[src/rtl/smbt_pkg.sv]
// Shared types for the SMBus register target.
// Assumes: nothing beyond IEEE 1800-2017.
package smbt_pkg;
    typedef enum logic [2:0] {
        ST_IDLE  = 3'd0,   // no transaction, waiting for start
        ST_RX    = 3'd1,   // shifting in a byte from the host
        ST_RXACK = 3'd2,   // driving the acknowledge of a received byte
        ST_TX    = 3'd3,   // shifting out a byte to the host
        ST_TXACK = 3'd4,   // sampling the host acknowledge
        ST_WAIT  = 3'd5    // off the bus until start or stop
    } smbt_state_e;
endpackage

[src/rtl/smbt_sync.sv]
// Brings SCL and SDA into the clock domain and derives bus events.
// Assumes: the host keeps SDA stable while SCL is high, except when it
// signals start or stop; the lines idle high.
module smbt_sync #(
    parameter int STAGES = 2
) (
    input  logic clk,
    input  logic rst_n,
    input  logic scl_i,
    input  logic sda_i,
    output logic scl_o,
    output logic sda_o,
    output logic scl_rise_o,
    output logic scl_fall_o,
    output logic start_o,
    output logic stop_o
);
    logic [STAGES-1:0] scl_pipe, sda_pipe;
    logic              scl_prev, sda_prev;

    // Synchronizer chains plus one history stage for edge detection.
    always_ff @(posedge clk) begin
        if (!rst_n) begin
            scl_pipe <= '1;
            sda_pipe <= '1;
            scl_prev <= 1'b1;
            sda_prev <= 1'b1;
        end else begin
            scl_pipe <= {scl_pipe[STAGES-2:0], scl_i};
            sda_pipe <= {sda_pipe[STAGES-2:0], sda_i};
            scl_prev <= scl_pipe[STAGES-1];
            sda_prev <= sda_pipe[STAGES-1];
        end
    end

    // Event decode: SDA edges while SCL stays high frame the transaction.
    always_comb begin
        scl_o      = scl_pipe[STAGES-1];
        sda_o      = sda_pipe[STAGES-1];
        scl_rise_o = scl_o && !scl_prev;
        scl_fall_o = !scl_o && scl_prev;
        start_o    = scl_o && scl_prev && sda_prev && !sda_o;
        stop_o     = scl_o && scl_prev && !sda_prev && sda_o;
    end
endmodule

[src/rtl/smbt_regfile.sv]
// Register file of NREG 16-bit registers with a parallel port and a bus port.
// Assumes: the parallel port wins if both ports write one register at once.
module smbt_regfile #(
    parameter int NREG = 8,
    localparam int IDXW = $clog2(NREG)
) (
    input  logic            clk,
    input  logic            rst_n,
    input  logic            hp_we,
    input  logic [IDXW-1:0] hp_idx,
    input  logic [15:0]     hp_wdata,
    output logic [15:0]     hp_rdata,
    input  logic            bus_we_lo,
    input  logic            bus_we_hi,
    input  logic [IDXW-1:0] bus_idx,
    input  logic [7:0]      bus_byte,
    output logic [15:0]     bus_rdata
);
    logic [15:0] regs [NREG];

    for (genvar g = 0; g < NREG; g++) begin : g_reg
        // One register: parallel write, else byte-lane write from the bus.
        always_ff @(posedge clk) begin
            if (!rst_n) begin
                regs[g] <= '0;
            end else if (hp_we && hp_idx == IDXW'(g)) begin
                regs[g] <= hp_wdata;
            end else if (bus_idx == IDXW'(g)) begin
                if (bus_we_lo) regs[g][7:0]  <= bus_byte;
                if (bus_we_hi) regs[g][15:8] <= bus_byte;
            end
        end
    end

    // Asynchronous read ports.
    always_comb begin
        hp_rdata  = regs[hp_idx];
        bus_rdata = regs[bus_idx];
    end
endmodule

[src/rtl/smbt_proto.sv]
// Bit-level protocol engine: address match, command pointer, byte lanes,
// read shifting and acknowledge handling.
// Assumes: synchronized inputs from smbt_sync; no clock stretching.
module smbt_proto
    import smbt_pkg::*;
#(
    parameter logic [6:0] DEV_ADDR = 7'h2A,
    parameter int         NREG     = 8,
    localparam int        IDXW     = $clog2(NREG)
) (
    input  logic            clk,
    input  logic            rst_n,
    input  logic            sda,
    input  logic            scl_rise,
    input  logic            scl_fall,
    input  logic            start,
    input  logic            stop,
    input  logic [15:0]     rdata,
    output logic [IDXW-1:0] ptr,
    output logic            we_lo,
    output logic            we_hi,
    output logic [7:0]      wbyte,
    output logic            sda_oe,
    output smbt_state_e     state
);
    smbt_state_e     st_q;
    logic [3:0]      bitcnt;
    logic [7:0]      sh, tx_sh;
    logic            is_addr, rd_dir, lane_hi, oe_q;
    logic [1:0]      wcnt;
    logic [IDXW-1:0] ptr_q;
    logic            byte_done;
    logic [7:0]      next_tx;

    // Decode of a completed write byte and of the next read byte.
    always_comb begin
        byte_done = (st_q == ST_RX) && scl_fall && (bitcnt == 4'd8) && !is_addr;
        we_lo     = byte_done && (wcnt == 2'd1);
        we_hi     = byte_done && (wcnt == 2'd2);
        wbyte     = sh;
        next_tx   = lane_hi ? rdata[15:8] : rdata[7:0];
        ptr       = ptr_q;
        sda_oe    = oe_q;
        state     = st_q;
    end

    // Main sequencer; start and stop override every state.
    always_ff @(posedge clk) begin
        if (!rst_n) begin
            st_q    <= ST_IDLE;
            bitcnt  <= '0;
            sh      <= '0;
            tx_sh   <= '0;
            is_addr <= 1'b0;
            rd_dir  <= 1'b0;
            lane_hi <= 1'b0;
            oe_q    <= 1'b0;
            wcnt    <= '0;
            ptr_q   <= '0;
        end else if (stop) begin
            st_q <= ST_IDLE;
            oe_q <= 1'b0;
        end else if (start) begin
            st_q    <= ST_RX;
            bitcnt  <= '0;
            is_addr <= 1'b1;
            wcnt    <= '0;
            oe_q    <= 1'b0;
        end else begin
            case (st_q)
                ST_RX: begin
                    if (scl_rise && bitcnt != 4'd8) begin
                        sh     <= {sh[6:0], sda};
                        bitcnt <= bitcnt + 4'd1;
                    end
                    if (scl_fall && bitcnt == 4'd8) begin
                        if (is_addr) begin
                            if (sh[7:1] == DEV_ADDR) begin
                                oe_q    <= 1'b1;
                                rd_dir  <= sh[0];
                                lane_hi <= 1'b0;
                                st_q    <= ST_RXACK;
                            end else begin
                                st_q <= ST_WAIT;
                            end
                            is_addr <= 1'b0;
                        end else begin
                            oe_q <= 1'b1;
                            st_q <= ST_RXACK;
                            if (wcnt == 2'd0) ptr_q <= sh[IDXW-1:0];
                            if (wcnt != 2'd3) wcnt <= wcnt + 2'd1;
                        end
                    end
                end
                ST_RXACK: begin
                    if (scl_fall) begin
                        bitcnt <= '0;
                        if (rd_dir) begin
                            tx_sh <= next_tx;
                            oe_q  <= ~next_tx[7];
                            st_q  <= ST_TX;
                        end else begin
                            oe_q <= 1'b0;
                            st_q <= ST_RX;
                        end
                    end
                end
                ST_TX: begin
                    if (scl_rise) bitcnt <= bitcnt + 4'd1;
                    if (scl_fall) begin
                        if (bitcnt == 4'd8) begin
                            oe_q    <= 1'b0;
                            lane_hi <= ~lane_hi;
                            st_q    <= ST_TXACK;
                        end else if (bitcnt != 4'd0) begin
                            tx_sh <= {tx_sh[6:0], 1'b0};
                            oe_q  <= ~tx_sh[6];
                        end
                    end
                end
                ST_TXACK: begin
                    if (scl_rise && sda) begin
                        st_q <= ST_WAIT;
                    end else if (scl_fall) begin
                        tx_sh  <= next_tx;
                        oe_q   <= ~next_tx[7];
                        bitcnt <= '0;
                        st_q   <= ST_TX;
                    end
                end
                default: oe_q <= 1'b0;
            endcase
        end
    end
endmodule

[src/rtl/smbreg_target.sv]
// Top of the SMBus register target: synchronizer, protocol engine and
// register file.
// Assumes: NREG is a power of two, at least 2; SDA is open drain outside.
module smbreg_target
    import smbt_pkg::*;
#(
    parameter logic [6:0] DEV_ADDR    = 7'h2A,
    parameter int         NREG        = 8,
    parameter int         SYNC_STAGES = 2,
    localparam int        IDXW        = $clog2(NREG)
) (
    input  logic            clk,
    input  logic            rst_n,
    input  logic            scl_i,
    input  logic            sda_i,
    output logic            sda_oe_o,
    input  logic            hp_we_i,
    input  logic [IDXW-1:0] hp_idx_i,
    input  logic [15:0]     hp_wdata_i,
    output logic [15:0]     hp_rdata_o
);
    logic            scl_s, sda_s, scl_rise, scl_fall, bus_start, bus_stop;
    logic [IDXW-1:0] ptr;
    logic            we_lo, we_hi;
    logic [7:0]      wbyte;
    logic [15:0]     bus_rdata;
    smbt_state_e     proto_state;
    logic            scl_unused;

    // The level of SCL itself is only needed through its edges.
    always_comb scl_unused = scl_s;

    smbt_sync #(.STAGES(SYNC_STAGES)) u_sync (
        .clk(clk), .rst_n(rst_n), .scl_i(scl_i), .sda_i(sda_i),
        .scl_o(scl_s), .sda_o(sda_s), .scl_rise_o(scl_rise),
        .scl_fall_o(scl_fall), .start_o(bus_start), .stop_o(bus_stop)
    );

    smbt_proto #(.DEV_ADDR(DEV_ADDR), .NREG(NREG)) u_proto (
        .clk(clk), .rst_n(rst_n), .sda(sda_s), .scl_rise(scl_rise),
        .scl_fall(scl_fall), .start(bus_start), .stop(bus_stop),
        .rdata(bus_rdata), .ptr(ptr), .we_lo(we_lo), .we_hi(we_hi),
        .wbyte(wbyte), .sda_oe(sda_oe_o), .state(proto_state)
    );

    smbt_regfile #(.NREG(NREG)) u_regs (
        .clk(clk), .rst_n(rst_n), .hp_we(hp_we_i), .hp_idx(hp_idx_i),
        .hp_wdata(hp_wdata_i), .hp_rdata(hp_rdata_o),
        .bus_we_lo(we_lo), .bus_we_hi(we_hi), .bus_idx(ptr),
        .bus_byte(wbyte), .bus_rdata(bus_rdata)
    );
endmodule

[config.mk]
export PLATFORM = sky130hd
export DESIGN_NAME = smbreg_target
export DESIGN_NICKNAME = d
export VERILOG_FILES = /design/src/rtl/smbt_pkg.sv /design/src/rtl/smbt_sync.sv /design/src/rtl/smbt_regfile.sv /design/src/rtl/smbt_proto.sv /design/src/rtl/smbreg_target.sv
export SDC_FILE = /design/constraint.sdc
export NUM_CORES = 1
export LEC_CHECK = 0
export BUFFER_PORTS_ARGS = -buffer_cell sky130_fd_sc_hd__buf_2
export CORE_MARGIN = 2
export CORE_UTILIZATION = 55
export CTS_BUF_LIST = sky130_fd_sc_hd__clkbuf_16
export CTS_CLUSTER_DIAMETER = 30
export DETAILED_ROUTE_END_ITERATION = 10
export GPL_TIMING_DRIVEN = 1
export MAX_ROUTING_LAYER = met4
export PLACE_DENSITY = 0.72
export SETUP_SLACK_MARGIN = 0.02
export SLEW_MARGIN = 30
export SYNTH_ARGS = -nofsm -noshare
export SYNTH_HDL_FRONTEND = slang
export SYNTH_SLANG_ARGS = --single-unit
[constraint.sdc]
create_clock -name clk -period 2.6 [get_ports clk]
set_input_delay 0.65 -clock clk [delete_from_list [all_inputs] [get_ports clk]]
set_output_delay 0.65 -clock clk [all_outputs]
set_load 0.02 [all_outputs]
# Word level (Yosys, flattened, before mapping)
# Memories as Yosys holds them, arrays and structs flattened. A register that Yosys moved wholly into a read port is not among the register bits.
# Cells that the tools add are included.
dict set report word_totals {
  out_inout_bits 17
  ff_bits 37
  mem_bits_ro 0
  ram_bits 128
  wordCells 316
  mem_count 1
  latchBits 0
}
# memory words width read_ports rd_clocked_by_memory_dff wr line_no
set memory_table {}
lappend memory_table {u_regs.regs 8 16 2 1 8 smbt_regfile.sv:19} ;# logic [15:0] regs [NREG];
dict set report op_classes {
  order_cmp 0
  n_mul 0
  reduce_logical 52
  muxes 168
  shift 0
  addsub 2
  eq_ne 47
  bitwise 31
  div 0
}
# op n
set ops {}
lappend ops {{2-to-1 mux 8 bit} 17}
lappend ops {{2-to-1 mux 16 bit} 8}
lappend ops {{2-to-1 mux 1 bit} 110}
lappend ops {{2-to-1 mux 7 bit} 7}
lappend ops {{2-to-1 mux 3 bit} 10}
lappend ops {{equality test 3 bit (second input constant)} 9}
lappend ops {{bitwise OR 1 bit} 24}
lappend ops {{AND reduction 6 bit} 4}
lappend ops {{logical AND 1 bit} 23}
lappend ops {{one-hot mux 7 bit (3 select lines)} 1}
lappend ops {{2-to-1 mux 4 bit} 5}
lappend ops {{equality test 3 x 2 -> 1 bit (second input constant)} 6}
lappend ops {{one-hot mux 4 bit (4 select lines)} 1}
lappend ops {{!= test 2 x 1 -> 1 bit (second input constant)} 7}
lappend ops {{2-to-1 mux 2 bit} 6}
lappend ops {{!= test 2 bit (second input constant)} 6}
lappend ops {{!= test 3 x 2 -> 1 bit (second input constant)} 4}
lappend ops {{!= test 3 bit (second input constant)} 4}
lappend ops {{one-hot mux 3 bit (4 select lines)} 1}
lappend ops {{AND reduction 10 bit} 1}
lappend ops {{AND reduction 5 bit} 2}
lappend ops {{equality test 3 x 1 -> 1 bit (second input constant)} 3}
lappend ops {{AND reduction 8 bit} 1}
lappend ops {{nonzero test 2 bit} 4}
lappend ops {{23 further kinds} 36}

# Longest topological paths before layout
dict set report logic_depth {
  depth_word 12
  mapped_depth 9
  ltp_nobuf 7
}

# Hierarchy
# A second synthesis with hierarchy kept.
dict set report hier_totals {
  cells_unflattened 865
  area_unflattened_um2 9760.6
}
# mod area_per_inst_um2 n_inst cells_per_inst
set by_module_without_submodules {}
lappend by_module_without_submodules {smbt_regfile 7717.4 1 631}
lappend by_module_without_submodules {smbt_proto 1853.0 1 218}
lappend by_module_without_submodules {smbt_sync 190.2 1 16}

# Worst setup path before layout
# OpenSTA, ideal clock, no wires.
dict set report synth_path {
  path_type {input to output}
  startpoint {input port hp_idx_i[0]}
  endpoint {output port hp_rdata_o[11]}
  setup_slack_ns -0.033
  cell_stages 4
  arrival_ns 1.983
  required_time_ns 1.950
  cell_sequence {buf_2 > buf_2 > mux4_2 > mux2_2}
}
dict set report synth_via {
  elab_chain_len 1
}
# element line_no
set synth_rtl {}
lappend synth_rtl {{start: declaration} smbreg_target.sv:18} ;# input logic [IDXW-1:0] hp_idx_i,
lappend synth_rtl {{memory read (8 x 16 bit)} --}
lappend synth_rtl {{end: declaration} smbreg_target.sv:20} ;# output logic [15:0] hp_rdata_o
# Every way passes these cells.

# Worst setup path in the final report
dict set report layout_path {
  startpoint {input port hp_idx_i[0]}
  endpoint {output port hp_rdata_o[9]}
}
# The elaborated chain is that of the path after synthesis.

==> results by stage <==
Timing:
- The worst clock skew is between 10 and 15 ps.
- The final number of max-transition violations was 0.
- The slew at the pin with the worst max-slew slack is around 930 ps.
- The routed design could run at a clock period as short as 2570 ps.
- Setup repair after global routing could not meet its margin everywhere.
- The final-report hold violation count was 0.
- The final-layout worst hold slack is between 300 and 400 ps.
- Timing would allow up to 389 MHz.
- The final period utilization is a little over nine tenths.
- Setup violations remaining at the end of the flow were counted as 0.
- The worst-case headroom to the max-slew limit is 37.6%.

GRT:
- The number of global-route vias before repair was just over 7000.
- The global route total overflow is 0.
- Entering global routing, the biggest net connects 28 pins.
- The first global-routing pass estimated about 43000 um of wire.
- For this run, the total global-route usage over all layers was measured as 32.9%.
- The initial antenna violation count is 1.

Finish:
- The layout net count is approximately 820.
- The layout cell share with drive strength beyond 1 is around 27%.
- Relative to the synthesized area, the layout overhead comes to 13.3%.
- The multi-input gate area in the final layout is roughly 4600 um2.
- In the final layout, flip-flops and latches occupy ~4600 um2.
- The layout has 1311 filler cells.

Placed design:
- The number of buffers inserted by port buffering is 40.
- Detailed placement ended at an HPWL of between 15000 and 20000 um.
- The global placement routability congestion is just under 1.

Worst setup path:
- The largest single stage delay on the critical path is roughly 500 ps.
- Data arrives at the worst endpoint at between 1500 and 2000 ps.
- The worst setup path category is in -> out.
- The critical path's most frequent cell is buf_12.
- Setup slack on the worst reg-to-reg path comes out at slightly above 300 ps.
- Traced cell by cell, the critical path runs through buf_12, buf_12, mux4_2, mux2_2, buf_2.
- The nature of the critical path startpoint is an input pin.
- In this run the critical register-to-register path is captured at u_regs.regs[1][11].
- In this run the worst path has a maximum fanout of 9.
- The worst register-to-register path begins at u_proto.bitcnt[0].
- The required time reported for the critical path endpoint is 1950 ps.
- The number of cells on the worst reg-to-reg path is 7.
- STA classifies the critical path endpoint as an output port.
- The cell with the largest stage delay on the worst path is mux4_2.

Drt:
- The detail route stage leaves a number of antenna-violating nets equal to 0.
- After the first detailed-routing iteration, the DRC count stood at roughly 800.
- For this run, design rule violations remaining after detail routing come to 0.
- In the final routed layout, each cell accounts on average for 27.8 um.
- The first detailed-routing pass ran for 5 iterations.
- The sum of routed wire length over all layers is roughly 28000 um.
- The routed layout has ~7400 vias.
- Using the TritonRoute via totals, the vias-per-cell ratio works out to just over 7.

Yosys:
- The number of nets handed over by synthesis was roughly 780.
- Counting flops with a built-in enable in the synthesized netlist gives 128.
- The largest total area in the synthesized netlist belongs to edfxtp_1.
- Counting flops and latches in the post-synthesis netlist gives around 170.
- The cell area that synthesis handed to floorplanning was 9600 um2.
- By area the synthesized netlist is led by edfxtp_1, a22o_1, mux4_2.
- The share of the Yosys chip area taken by registers is between 40% and 50%.
- The number of warnings printed during yosys synthesis is 0.
- The share of flip-flops with an asynchronous set or reset after synthesis is 0%.
- After technology mapping, the gate count stands at roughly 750.
- The most used flip-flop cell after synthesis is edfxtp_1.
- The number of distinct library cell variants in the gate-level netlist after synthesis is 56.
- Sorting the synthesized cells by how often they occur yields a22o_1, edfxtp_1, mux4_2, dfxtp_1, clkbuf_1.
- The area share of the largest cell type after synthesis is roughly 40%.
- The mean instance size in the synthesized netlist is between 10 and 15 um2.

Power and ir drop:
- The fraction of power spent switching nets is approximately 25%.
- For this design the total switching power over the nets is ~1.6 mW.
- The internal portion of total power is about 4.8 mW.
- The design draws between 6 and 7 mW.
- The power density over cell area is approximately 580 nW/um2.
- The clock network accounts for between 30% and 40% of the total power.
- Per report_power, the sequential group accounts for about 50% of the total.
- The share of total power dissipated in combinational logic is 10.9%.
- The analysis attributes to cell leakage a power of between 3 and 4 nW.
- IR analysis of the VDD net gives a maximum drop of between 0.5 and 0.6 mV.

Floorplanning:
- The x dimension of the die is 136 um.
- The effective utilization at floorplan is a little under three fifths.
- From bottom edge to top edge, the die measures 136 um.
- After floorplanning, the core was divided into between 40 and 50 placement rows.
- The die outline area is approximately 19000 um2.
- In this run the count of I/O pins placed on the die edge is 41.
- The area of the core is between 15000 and 20000 um2.

Clocking:
- In this run, CTS created clock tree buffers numbering 17.
- The clock latency at the later pin of the worst-skew pair is around 440 ps.
- The cts-stage hold buffer count is 0.
- The TritonCTS clock tree is built.
- Once the clock tree was built, the setup fixing pass inserted 0 buffers.
- The total number of H-tree levels is 4.
- Clock-pin slew was measured on the worst setup and hold paths at about 70 ps.
- No sink is reached through more buffers than the 2 on the longest clock path.
- The clock root buffer is clkbuf_16.
- Counting every sink on the clock net gives about 170.

Flow run:
- The max-capacitance violation count is 0.

Worst hold path:
- The worst hold path belongs to the class in -> reg.
- In this run the most critical hold path is launched from scl_i.
- The worst hold path was traced through 2 stages.
- The worst hold endpoint is u_sync.scl_pipe[0].

Status:
- The flow ran to the end, and the final reports show no timing, DRC or antenna violations.
## worst max-delay path, delay by kind of cell
family / cells / cell delay [ps]
mux: 2 / 800
buf+inv: 3 / 450
## layout by cell type (no fill, tap or decap), drive strengths merged, types with 9 or more instances in the layout
cell type  Yosys  routed
o21ai         28      28
nand2         24      24
a21oi         10      10
clkbuf        38      17
nand2b        16      16
mux2          17      17
nor2          51      51
mux4          56      56
nor2b         13      13
buf           37      94
a22o         128     128
nand4          9       9
inv           13      18
edfxtp       128     128
nand3         15      15
mux2i         36      36
dfxtp         40      40
## power by group through the flow
| stage | Combinational (mW) | Clock [mW] | Sequential (mW) |
|---|---|---|---|
| 2_1_floorplan | 0.430 | 0 | 3.13 |
| 3_5_place_dp | 0.651 | 0 | 3.18 |
| 4_1_cts | 0.673 | 2.50 | 3.12 |
| 5_1_grt | 0.717 | 2.62 | 3.13 |
| 6_report | 0.686 | 2.50 | 3.13 |
| 3_3_place_gp | 0.638 | 0 | 3.16 |
## flip-flops by register name (all words and copies together) (netlist names), named ones only
signal and count:
u_proto.state 3, u_proto.tx_sh 7, u_sync.sda_pipe 2, u_proto.bitcnt 4, u_proto.rd_dir 1, u_sync.sda_prev 1, u_proto.is_addr 1, u_proto.lane_hi 1
u_proto.sda_oe 1, u_proto.wcnt 2, u_regs.regs 128, u_proto.wbyte 8, u_sync.scl_pipe 2, u_proto.ptr 3, u_sync.scl_prev 1
## logic make-up after synthesis
| group | count (synthesis) | synth area share (%) |
|---|---|---|
| compound gates | 214 | 18.0 |
| xor+xnor | 2 | 0.182 |
| fa+ha+maj | 6 | 0.782 |
| buf+inv | 88 | 4.12 |
| flops | 168 | 48.4 |
| mux | 109 | 19.2 |
| simple gates | 160 | 9.38 |
## worst max path at each step
stage	start	to	slack, ps
finish	hp_idx_i[0]	hp_rdata_o[9]	30
floorplan	hp_idx_i[0]	hp_rdata_o[11]	-30
global placement	hp_idx_i[0]	hp_rdata_o[9]	-40
CTS	hp_idx_i[0]	hp_rdata_o[1]	40
detailed placement	hp_idx_i[0]	u_regs.regs[6][4]	-110
global route	hp_idx_i[0]	hp_rdata_o[12]	10
## metrics by stage
stage | cells | setup WS [ps] | util (%) | setup TNS, ps | instance area, um2
after global routing | 1024 | 12.4 | 63.4 | 0 | 10900
final | 1024 | 32.1 | 63.4 | 0 | 10900
after CTS | 1023 | 35.8 | 63.3 | 0 | 10900
after global placement | 989 | -43.2 | 59.5 | -320 | 10200
after detailed placement | 989 | -107 | 59.5 | -1720 | 10200
after floorplan | 747 | -33.4 | - | -534 | 9600
## layer usage
| metal | vias up | GRT usage, % | routed length, um |
|---|---|---|---|
| li1 | 3090 | - | - |
| met1 | 3710 | 43.7 | 10800 |
| met2 | 563 | 49.7 | 13500 |
| met3 | 76 | 6.86 | 3050 |
| met4 | 0 | 13.5 | 1090 |
| met5 | - | - | 0 |
## final cells by class
type	instances	share of cell area [%]
clock inverters	15	1.38
well taps	225	2.59
inverters	13	0.448
clock buffers	17	3.91
repair buffers	94	6.82
flip-flops and latches	168	42.7
diodes	1	0.0230
multi-input cells	491	42.2
## what timing repair did
item / 4_1_cts / 5_1_grt
resized for setup: 8 / 2
cloned: 2 / 0
hold endpoints to repair: 0 / 0
setup endpoints to repair: 16 / 11
(Power assumes the default switching activity.)
